`config.mk`:
```
export PLATFORM = sky130hd
export DESIGN_NAME = seg_addr_decoder
export DESIGN_NICKNAME = d
export VERILOG_FILES = /design/src/rtl/segdec_pkg.sv /design/src/rtl/segdec_ctrl.sv /design/src/rtl/segdec_dp.sv /design/src/rtl/seg_addr_decoder.sv
export SDC_FILE = /design/constraint.sdc
export NUM_CORES = 1
export LEC_CHECK = 0
export BUFFER_PORTS_ARGS = -buffer_cell sky130_fd_sc_hd__buf_4
export CORE_AREA = 5 5 67 69
export CTS_CLUSTER_DIAMETER = 150
export DETAILED_ROUTE_END_ITERATION = 10
export DIE_AREA = 0 0 72 74
export PLACE_DENSITY = 0.79
export SLEW_MARGIN = 25
export SYNTH_ARGS = -nofsm -noshare
export SYNTH_HDL_FRONTEND = slang
export SYNTH_SLANG_ARGS = --single-unit
export TNS_END_PERCENT = 50
```
`constraint.sdc`:
```
create_clock -name clk -period 2.3 [get_ports clk]
set_input_delay 0.23 -clock clk [delete_from_list [all_inputs] [get_ports clk]]
set_output_delay 0.23 -clock clk [all_outputs]
set_load 0.005 [all_outputs]
```
`src/rtl/segdec_pkg.sv`:
```
package segdec_pkg;

  typedef enum logic [2:0] {
    DEV_NONE, DEV_RAM, DEV_ROM, DEV_SCC_RD, DEV_SCC_WR, DEV_FDC, DEV_VIA, DEV_PHASE
  } segDev_e;

  typedef enum logic [2:0] {
    SRC_ONES, SRC_RAM, SRC_ROM, SRC_SCC, SRC_VIA, SRC_FDC, SRC_PHASE
  } rdSrc_e;

  typedef struct packed {
    logic   phaseBump;
    logic   ramAccess;
    logic   forceFf;
    rdSrc_e rdSrc;
  } ctrlStrobe_t;

  // Device answering in 512 KB segment seg, for overlay state ov.
  function automatic segDev_e segLookup(input int seg, input logic ov);
    segDev_e d;
    d = DEV_NONE;
    if (seg < 16) begin
      if (ov) begin
        if (seg >= 12) d = DEV_RAM;
        else if (((seg / 2) % 2) == 1) d = DEV_ROM;
      end else begin
        if (seg < 8) d = DEV_RAM;
        else if (seg < 10) d = DEV_ROM;
      end
    end else begin
      case (seg)
        20, 21:  d = DEV_SCC_RD;
        24, 25:  d = DEV_SCC_WR;
        28:      d = DEV_FDC;
        30:      d = DEV_VIA;
        31:      d = DEV_PHASE;
        default: d = DEV_NONE;
      endcase
    end
    return d;
  endfunction

endpackage

```
`src/rtl/segdec_ctrl.sv`:
```
module segdec_ctrl
  import segdec_pkg::*;
#(
  parameter int ADDR_W      = 24,
  parameter int SEG_BITS    = 5,
  parameter int REG_IDX_W   = 4,
  parameter int REG_LSB     = 9,
  parameter logic [ADDR_W-1:0] PERIPH_BASE = 24'hE00000
) (
  input  logic                 clk,
  input  logic                 rst_n,
  input  logic                 overlay,
  input  logic [ADDR_W-1:0]    addr,
  input  logic                 dataStrobe,
  input  logic                 isRead,
  input  logic                 isWord,
  output logic                 ramSel,
  output logic                 romSel,
  output logic                 viaSel,
  output logic                 fdcSel,
  output logic                 sccRdSel,
  output logic                 sccWrSel,
  output logic                 sccReset,
  output logic [REG_IDX_W-1:0] regIndex,
  output logic                 periphSpace,
  output ctrlStrobe_t          strobes
);
  localparam int SEGMENTS = 1 << SEG_BITS;

  segDev_e segTable [SEGMENTS];
  for (genvar g = 0; g < SEGMENTS; g++) begin : g_seg
    assign segTable[g] = segLookup(g, overlay);
  end

  logic [SEG_BITS-1:0] segIdx;
  segDev_e             dev;
  logic                a0;

  assign segIdx      = addr[ADDR_W-1 -: SEG_BITS];
  assign dev         = segTable[segIdx];
  assign a0          = addr[0];
  assign regIndex    = addr[REG_LSB +: REG_IDX_W];
  assign periphSpace = (addr >= PERIPH_BASE);

  always_comb begin
    ramSel = 1'b0; romSel = 1'b0; viaSel = 1'b0; fdcSel = 1'b0;
    sccRdSel = 1'b0; sccWrSel = 1'b0; sccReset = 1'b0;
    strobes = '{phaseBump: 1'b0, ramAccess: 1'b0, forceFf: 1'b0, rdSrc: SRC_ONES};
    if (dataStrobe) begin
      case (dev)
        DEV_RAM: begin
          ramSel = 1'b1;
          strobes.ramAccess = 1'b1;
          strobes.rdSrc = SRC_RAM;
        end
        DEV_ROM: begin
          romSel = isRead;
          strobes.rdSrc = SRC_ROM;
        end
        DEV_VIA: if (!a0) begin
          viaSel = 1'b1;
          strobes.rdSrc = SRC_VIA;
        end
        DEV_FDC: if (a0) begin
          fdcSel = 1'b1;
          strobes.rdSrc = SRC_FDC;
        end
        DEV_SCC_RD: begin
          if (isWord) strobes.phaseBump = 1'b1;
          else if (a0) sccReset = 1'b1;
          else begin
            sccRdSel = 1'b1;
            strobes.rdSrc = SRC_SCC;
          end
        end
        DEV_SCC_WR: begin
          if (isWord) strobes.phaseBump = 1'b1;
          else if (a0) begin
            sccWrSel = 1'b1;
            strobes.forceFf = isRead;
          end
        end
        DEV_PHASE: strobes.rdSrc = SRC_PHASE;
        default: ;
      endcase
    end
  end

  // at most one device select at a time
  a_r5_onehot_sel: assert property (@(posedge clk) disable iff (!rst_n)
    $onehot0({ramSel, romSel, viaSel, fdcSel, sccRdSel, sccWrSel, sccReset}));
  // ROM never selected for a write
  a_r6_rom_read_only: assert property (@(posedge clk) disable iff (!rst_n)
    romSel |-> isRead);
  // lane qualification of VIA and floppy
  a_r7_via_even: assert property (@(posedge clk) disable iff (!rst_n)
    viaSel |-> !addr[0]);
  a_r7_fdc_odd: assert property (@(posedge clk) disable iff (!rst_n)
    fdcSel |-> addr[0]);
  // serial reset only from byte cycles
  a_r8_reset_byte: assert property (@(posedge clk) disable iff (!rst_n)
    sccReset |-> !isWord);
endmodule

```
`src/rtl/segdec_dp.sv`:
```
module segdec_dp
  import segdec_pkg::*;
#(
  parameter int SUB_W       = 4,
  parameter int STALL_SLOTS = 4,
  parameter int PHASE_W     = 3
) (
  input  logic              clk,
  input  logic              rst_n,
  input  logic              overlayWe,
  input  logic              overlayIn,
  input  ctrlStrobe_t       strobes,
  input  logic              isWord,
  input  logic [7:0]        cpuWrByte,
  input  logic [15:0]       ramRdData,
  input  logic [15:0]       romRdData,
  input  logic [7:0]        sccRdData,
  input  logic [7:0]        viaRdData,
  input  logic [7:0]        fdcRdData,
  output logic              overlay,
  output logic [15:0]       rdData,
  output logic [SUB_W-1:0]  waitHalf,
  output logic [7:0]        periphWrData
);
  localparam logic [SUB_W-1:0] SLOTS = SUB_W'(STALL_SLOTS);

  logic [PHASE_W-1:0] phase;
  logic [SUB_W-1:0]   subCycle;
  logic [7:0]         hiLane;

  always_ff @(posedge clk) begin
    if (!rst_n) begin
      overlay  <= 1'b1;
      phase    <= PHASE_W'(1);
      subCycle <= '0;
    end else begin
      subCycle <= subCycle + 1'b1;
      if (overlayWe) overlay <= overlayIn;
      if (strobes.phaseBump) phase <= phase + 1'b1;
    end
  end

  assign waitHalf     = (strobes.ramAccess && subCycle < SLOTS) ? SLOTS - subCycle : '0;
  assign hiLane       = isWord ? 8'hFF : 8'h00;
  assign periphWrData = strobes.forceFf ? 8'hFF : cpuWrByte;

  always_comb begin
    case (strobes.rdSrc)
      SRC_RAM:   rdData = ramRdData;
      SRC_ROM:   rdData = romRdData;
      SRC_SCC:   rdData = {hiLane, sccRdData};
      SRC_VIA:   rdData = {hiLane, viaRdData};
      SRC_FDC:   rdData = {hiLane, fdcRdData};
      SRC_PHASE: rdData = {hiLane, 5'b0, phase[2:0]};
      default:   rdData = {hiLane, 8'hFF};
    endcase
  end

  // stall never exceeds the slot count
  a_r11_wait_bound: assert property (@(posedge clk) disable iff (!rst_n)
    waitHalf <= SLOTS);
  // stalls only for RAM cycles
  a_r11_wait_ram_only: assert property (@(posedge clk) disable iff (!rst_n)
    (waitHalf != '0) |-> strobes.ramAccess);
  // phase moves only by single steps
  a_r10_phase_step: assert property (@(posedge clk) disable iff (!rst_n)
    (phase != $past(phase)) |-> (phase == $past(phase) + 1'b1));
  // overlay holds without a load
  a_r4_overlay_hold: assert property (@(posedge clk) disable iff (!rst_n)
    !overlayWe |=> $stable(overlay));
endmodule

```
`src/rtl/seg_addr_decoder.sv`:
```
module seg_addr_decoder
  import segdec_pkg::*;
#(
  parameter int ADDR_W      = 24,
  parameter int SEG_BITS    = 5,
  parameter int REG_IDX_W   = 4,
  parameter int REG_LSB     = 9,
  parameter int SUB_W       = 4,
  parameter int STALL_SLOTS = 4,
  parameter int PHASE_W     = 3,
  parameter logic [ADDR_W-1:0] PERIPH_BASE = 24'hE00000
) (
  input  logic                 clk,
  input  logic                 rst_n,
  input  logic                 overlayWe,
  input  logic                 overlayIn,
  input  logic [ADDR_W-1:0]    cpuAddr,
  input  logic                 dataStrobe,
  input  logic                 isRead,
  input  logic                 isWord,
  input  logic [7:0]           cpuWrByte,
  input  logic [15:0]          ramRdData,
  input  logic [15:0]          romRdData,
  input  logic [7:0]           sccRdData,
  input  logic [7:0]           viaRdData,
  input  logic [7:0]           fdcRdData,
  output logic                 ramSel,
  output logic                 romSel,
  output logic                 viaSel,
  output logic                 fdcSel,
  output logic                 sccRdSel,
  output logic                 sccWrSel,
  output logic                 sccReset,
  output logic [REG_IDX_W-1:0] regIndex,
  output logic [7:0]           periphWrData,
  output logic [15:0]          rdData,
  output logic [SUB_W-1:0]     waitHalf,
  output logic                 periphSpace
);
  ctrlStrobe_t strobes;
  logic        overlay;

  segdec_ctrl #(
    .ADDR_W(ADDR_W), .SEG_BITS(SEG_BITS), .REG_IDX_W(REG_IDX_W),
    .REG_LSB(REG_LSB), .PERIPH_BASE(PERIPH_BASE)
  ) u_ctrl (
    .clk(clk), .rst_n(rst_n), .overlay(overlay), .addr(cpuAddr),
    .dataStrobe(dataStrobe), .isRead(isRead), .isWord(isWord),
    .ramSel(ramSel), .romSel(romSel), .viaSel(viaSel), .fdcSel(fdcSel),
    .sccRdSel(sccRdSel), .sccWrSel(sccWrSel), .sccReset(sccReset),
    .regIndex(regIndex), .periphSpace(periphSpace), .strobes(strobes)
  );

  segdec_dp #(
    .SUB_W(SUB_W), .STALL_SLOTS(STALL_SLOTS), .PHASE_W(PHASE_W)
  ) u_dp (
    .clk(clk), .rst_n(rst_n), .overlayWe(overlayWe), .overlayIn(overlayIn),
    .strobes(strobes), .isWord(isWord), .cpuWrByte(cpuWrByte),
    .ramRdData(ramRdData), .romRdData(romRdData), .sccRdData(sccRdData),
    .viaRdData(viaRdData), .fdcRdData(fdcRdData), .overlay(overlay),
    .rdData(rdData), .waitHalf(waitHalf), .periphWrData(periphWrData)
  );
endmodule

```
# After elaboration in Yosys (flattened, before gate mapping)
# Cells that the tools add are included.
# classes
muxes,41
n_lt_le_gt_ge,3
reduce_logical,2
n_eq_ne,13
add_sub_neg,3
n_bitwise,1
# op_table
cell,n
one-hot mux 16 bit (6 select lines),1
2-to-1 mux 1 bit,25
"greater-or-equal comparator 24 bit, second input constant",1
"== test 3 bit, second input constant",7
one-hot mux 3 bit (6 select lines),1
2-to-1 mux 8 bit,2
binary-select mux 3 bit (select 5 bit),1
2-to-1 mux 3 bit,5
"== test 3 x 2 -> 1 bit, second input constant",4
2-to-1 mux 2 bit,4
"== test 3 x 1 -> 1 bit, second input constant",2
"greater-or-equal comparator 6 bit, second input constant",1
2-to-1 mux 6 bit,1
inverter 5 -> 6 bit,1
"adder 4 x 1 -> 4 bit, second input constant",1
"less-than comparator 4 x 3 -> 1 bit, second input constant",1
2-to-1 mux 4 bit,1
"subtractor 3 x 4 -> 4 bit, first input constant",1
"adder 3 x 1 -> 3 bit, second input constant",1
OR reduction 2 bit,1
logical AND 1 bit,1
# word_totals
output_inout_bits,40
elab_cells,66
reg_bits,8
inputBits,95

# Depth between registers and ports, before layout
# depth
depth_word,10
ltp_mapped,9
ltp_nobuf,8

# Hierarchy
# A second synthesis with hierarchy kept.
# hier_totals
hier_cells,207
area_unflattened_um2,1554.0
# modules_own_cells
module,instances,area_per_inst_um2,seq_area_each_um2,cells_per_inst
segdec_dp,1,1146.1,160.2,153
segdec_ctrl,1,407.9,0.0,54

# Worst setup path after synthesis
# OpenSTA, ideal clock, no wires.
# synth_timing
path_kind,in2reg
startpoint,input cpuAddr[20]
endpoint,register u_dp.phase[0]
required_time_ps,2177
n_path_buf,0
path_slack_ps,264
stages,8
t_arrival_ps,1913
setup_time_ps,123
cell_sequence,inv_1 ha_1 mux2_4 nand3_2 nand2_2 or3_4 a21oi_2 mux2_1
# synth_via
elab_chain_len,8
word_cells_on_any_way,9
cone_classes,eq/ne: 2; mux: 5; bitwise: 1; reduce/logical: 1
# synth_rtl
item,line_no,source
from (decl),seg_addr_decoder.sv:17,"input logic [ADDR_W-1:0] cpuAddr,"
inverter 5 -> 6 bit (implied by the code) *,segdec_ctrl.sv:40,assign dev = segTable[segIdx];
binary-select mux 3 bit (select 5 bit) *,segdec_ctrl.sv:40,
2-to-1 mux 3 bit (implied by the code) * (2 in series),segdec_ctrl.sv:40,
== test 3 x 2 -> 1 bit / == test 3 bit (equally long branches),segdec_ctrl.sv:50,case (dev)
OR reduction 2 bit (no source line) *,--,
2-to-1 mux 1 bit *,--,
2-to-1 mux 6 bit *,segdec_ctrl.sv:49,if (dataStrobe) begin
to (signal assigned),segdec_dp.sv:39,if (strobes.phaseBump) phase <= phase + 1'b1;
to (decl),segdec_dp.sv:27,logic [PHASE_W-1:0] phase;
# Every way passes the cells marked *; elsewhere a longest branch is shown, timed or not. The select of a mux whose other input is x is not followed.
# A chain may end at the register's enable or synchronous reset.

# Worst setup path after layout
# layout_timing
startpoint,register u_dp.overlay
endpoint,output rdData[4]
# layout_via
elab_chain_len,9
word_cells_on_any_way,23
cone_classes,eq/ne: 12; mux: 11
# layout_rtl
item,line_no,source
from (decl),segdec_dp.sv:20,"output logic overlay,"
from (signal assigned),segdec_dp.sv:38,if (overlayWe) overlay <= overlayIn;
2-to-1 mux 1 bit / 2-to-1 mux 2 bit (equally long branches),segdec_pkg.sv:23,if (ov) begin
binary-select mux 3 bit (select 5 bit) *,segdec_ctrl.sv:40,
2-to-1 mux 3 bit (implied by the code) * (2 in series),segdec_ctrl.sv:40,
== test 3 bit (tied with other cells),segdec_ctrl.sv:50,
one-hot mux 3 bit (6 select lines) *,segdec_ctrl.sv:50,
2-to-1 mux 6 bit *,segdec_ctrl.sv:49,
== test 3 bit (tied with other cells),segdec_dp.sv:48,case (strobes.rdSrc)
one-hot mux 16 bit (6 select lines) *,segdec_dp.sv:48,
to (decl),seg_addr_decoder.sv:36,"output logic [15:0] rdData,"
# Marked as above.

==> results.json <==
{
  "dieHeight_um": 74,
  "ys_seq_elements": 8,
  "crit_required_ns": 2.07,
  "r2r_end": "u_dp.phase[0]",
  "rows": 23,
  "clkTransAtPathRegs_ns": 0.04,
  "p_sw_share_pct": 33.3,
  "power_leakage_nw": 1.07,
  "final_nets": 385,
  "layout_common_cells": "119 x buf_4, 17 x nand2_1, 13 x o211ai_1",
  "status": "complete, but fails checks",
  "cpPeakStageDelay_ns": 0.35,
  "core_area_um2": 3860,
  "p_int_mw": 0.531,
  "worst-r2r-setup-slack_ns": 0.13,
  "drt-pass1-iter-count": 4,
  "p_seq_share_pct": 19.2,
  "async_reset_ff_share_pct": 0,
  "critical-path-top-delay-family": "compound AO/OA/AOI/OAI gates",
  "syn_area_um2": 1300,
  "clkSinkCount": 8,
  "grt.overflow.total": 0,
  "final_common_cell": "buf_4",
  "path_cells": "ha_4 -> nor4b_4 -> a311o_2 -> a21oi_4 -> buf_12 -> a22oi_2 -> a2bb2oi_1 -> o211ai_1 -> buf_4",
  "top_usage_layer": "met2",
  "diodes": 0,
  "gp_congestion": 0.822,
  "synth_nets": 272,
  "drv_slew": 0,
  "r2r-start": "u_dp.overlay",
  "place_ws_ns": -0.0689,
  "worstSetupPathType": "reg -> out",
  "combPwrFrac_pct": 59.8,
  "root_buffer": "clkbuf_8",
  "grt.met3_usage_pct": 4.59,
  "nFillCells": 333,
  "ys_seq_area_share_pct": 12.3,
  "fmax_mhz": 400,
  "critPathArrivalTime_ns": 2.27,
  "min_delay_path_depth": 3,
  "synth_cells": 172,
  "power_density_nw_per_um2": 326,
  "cp_slowest_cell": "nor4b_4",
  "power_switching_mw": 0.265,
  "ios": 135,
  "grt_pass1_wl_um": 7640,
  "period_share_pct": 109,
  "grt_use_met1_pct": 19.2,
  "drtAntennaViolNets": 0,
  "ir_drop_v": 0.000398,
  "drc": 0,
  "first_global_vias": 1756,
  "start_util_pct": 33.6,
  "die_x_um": 72,
  "vias": 1819,
  "min-delay-start": "overlayIn",
  "avgSynthCellArea_um2": 7.54,
  "cts_hold_buf": 0,
  "grt_max_degree": 16,
  "use_met2_pct": 32.8,
  "cts-buffers-inserted": 3,
  "area_delta_synth_final_pct": 88.1,
  "critPathLaunchType": "flop",
  "setup_viol": 21,
  "ys.warnings.count": 0,
  "crit_fanout": 7,
  "rr_worst_depth": 7,
  "routedWlPerCell_um": 15.8,
  "post-route-min-period_ns": 2.50,
  "layout-drive-gt1-share_pct": 58.0,
  "antenna_found_initial": 0,
  "placed_cell_area_um2": 2180,
  "cts_tree": "yes",
  "hold_violations": 0,
  "synth_edf_count": 0,
  "grt.total_usage_pct": 17.3,
  "hold_end": "u_dp.overlay",
  "skew_ns": 0.00233,
  "wl_um": 5250,
  "hp-class": "in -> reg",
  "critPathCaptureType": "primary output",
  "cts_buffer_depth": 2,
  "ys.flop_type": "dfxtp_1",
  "dr.first_iter.drc_count": 56,
  "fin_area_um2": 2440,
  "place_hpwl_um": 3980,
  "via_per_inst": 5.46,
  "clockPowerShare_pct": 21.0,
  "violations": "negative setup slack",
  "cap_violations": 0,
  "htreeDepth": 1,
  "setup_ws_ns": -0.202,
  "io_buffers": 111,
  "worstPathBufferInverterCount": 2,
  "dieArea_um2": 5330,
  "clk_latency_ns": 0.23,
  "synth_cell_type_count": 46,
  "fin_util_pct": 63.3,
  "rsz0062_at_grt": "true"
}
==> kinds of logic after synthesis <==
family          count (synthesis)  share of synthesized area [%]
compound gates                 60                           36.4
simple gates                   68                           30.3
buf+inv                        21                           8.77
flops                           8                           12.3
xor+xnor                        3                           2.03
other cells                     1                          0.289
mux                             6                           5.11
fa+ha+maj                       5                           4.82
==> power by group through the flow <==
stage          clock network (mW)  registers [mW]  logic [mW]
2_1_floorplan                   0           0.153       0.194
3_3_place_gp                    0           0.154       0.400
3_5_place_dp                    0           0.155       0.407
4_1_cts                     0.174           0.153       0.436
5_1_grt                     0.186           0.154       0.513
6_report                    0.167           0.153       0.476
==> sequential cells by signal, summed over array words and instances, names as in the netlist <==
signal	cells
u_dp.phase	3
u_dp.subCycle	4
u_dp.overlay	1
==> area by class of cell <==
type | count | area (um^2) | share of cell area [%]
clock buffer | 3 | 41.3 | 1.69
multi-input combinational | 143 | 1180 | 48.5
sequential | 8 | 161 | 6.61
tap | 50 | 62.6 | 2.56
inverter | 5 | 18.8 | 0.769
timing repair buffer | 124 | 972 | 39.8
==> repair_timing <==
action / in CTS / in global routing
endpoints found under the setup margin: 23 / 30
resized for setup: 18 / 19
pin swaps: 7 / 13
gates cloned: 0 / 1
buffers inserted: 2 / 1
==> cells in the mapped netlist, types with 6 or more instances <==
master    count  share of area (%)
and3_1        7                3.4
o211ai_1     13                7.5
nand3_1       6                2.3
dfxtp_1       8                 12
a22oi_1       7                4.1
nand2_1      18                5.2
and2_1        6                2.9
nand2b_1     10                4.8
a21oi_1      11                4.2
buf_4         9                5.2
a32oi_1       9                6.1
==> how the worst max path moves through the flow <==
stage	from	end	slack, ns	cells after the start
5_1_grt	u_dp.overlay	rdData[4]	-0.26	9
2_1_floorplan	cpuAddr[20]	u_dp.phase[0]	0.26	8
4_1_cts	u_dp.overlay	rdData[6]	-0.11	9
3_3_place_gp	cpuAddr[20]	rdData[2]	-0.07	10
6_report	u_dp.overlay	rdData[4]	-0.20	9
3_5_place_dp	cpuAddr[20]	rdData[1]	-0.07	10
==> through the flow <==
stage	TNS (ns)	hold WS [ns]	cells	power, mW
floorplan	0	0.358	172	0.347
global placement	-0.215	0.450	326	0.554
detailed placement	-0.272	0.451	326	0.562
CTS	-1.15	0.216	331	0.763
global route	-4.66	0.228	333	0.853
finish	-1.74	0.228	333	0.796
==> worst reg2reg max path, delay by kind of cell (launching register included) <==
family	cells	cell delay (ns)
multiplexers	1	0.33
AND/OR/NAND/NOR	3	0.72
buffers and inverters	1	0.12
flip-flops	1	0.34
AO/OA/AOI/OAI	2	0.54
==> metal layers <==
layer,up-vias,wire length [um]
met4,0,53
li1,880,-
met5,-,0
met2,80,2740
met1,852,1990
met3,7,468
Note: power is estimated with default switching activity, not from simulation.
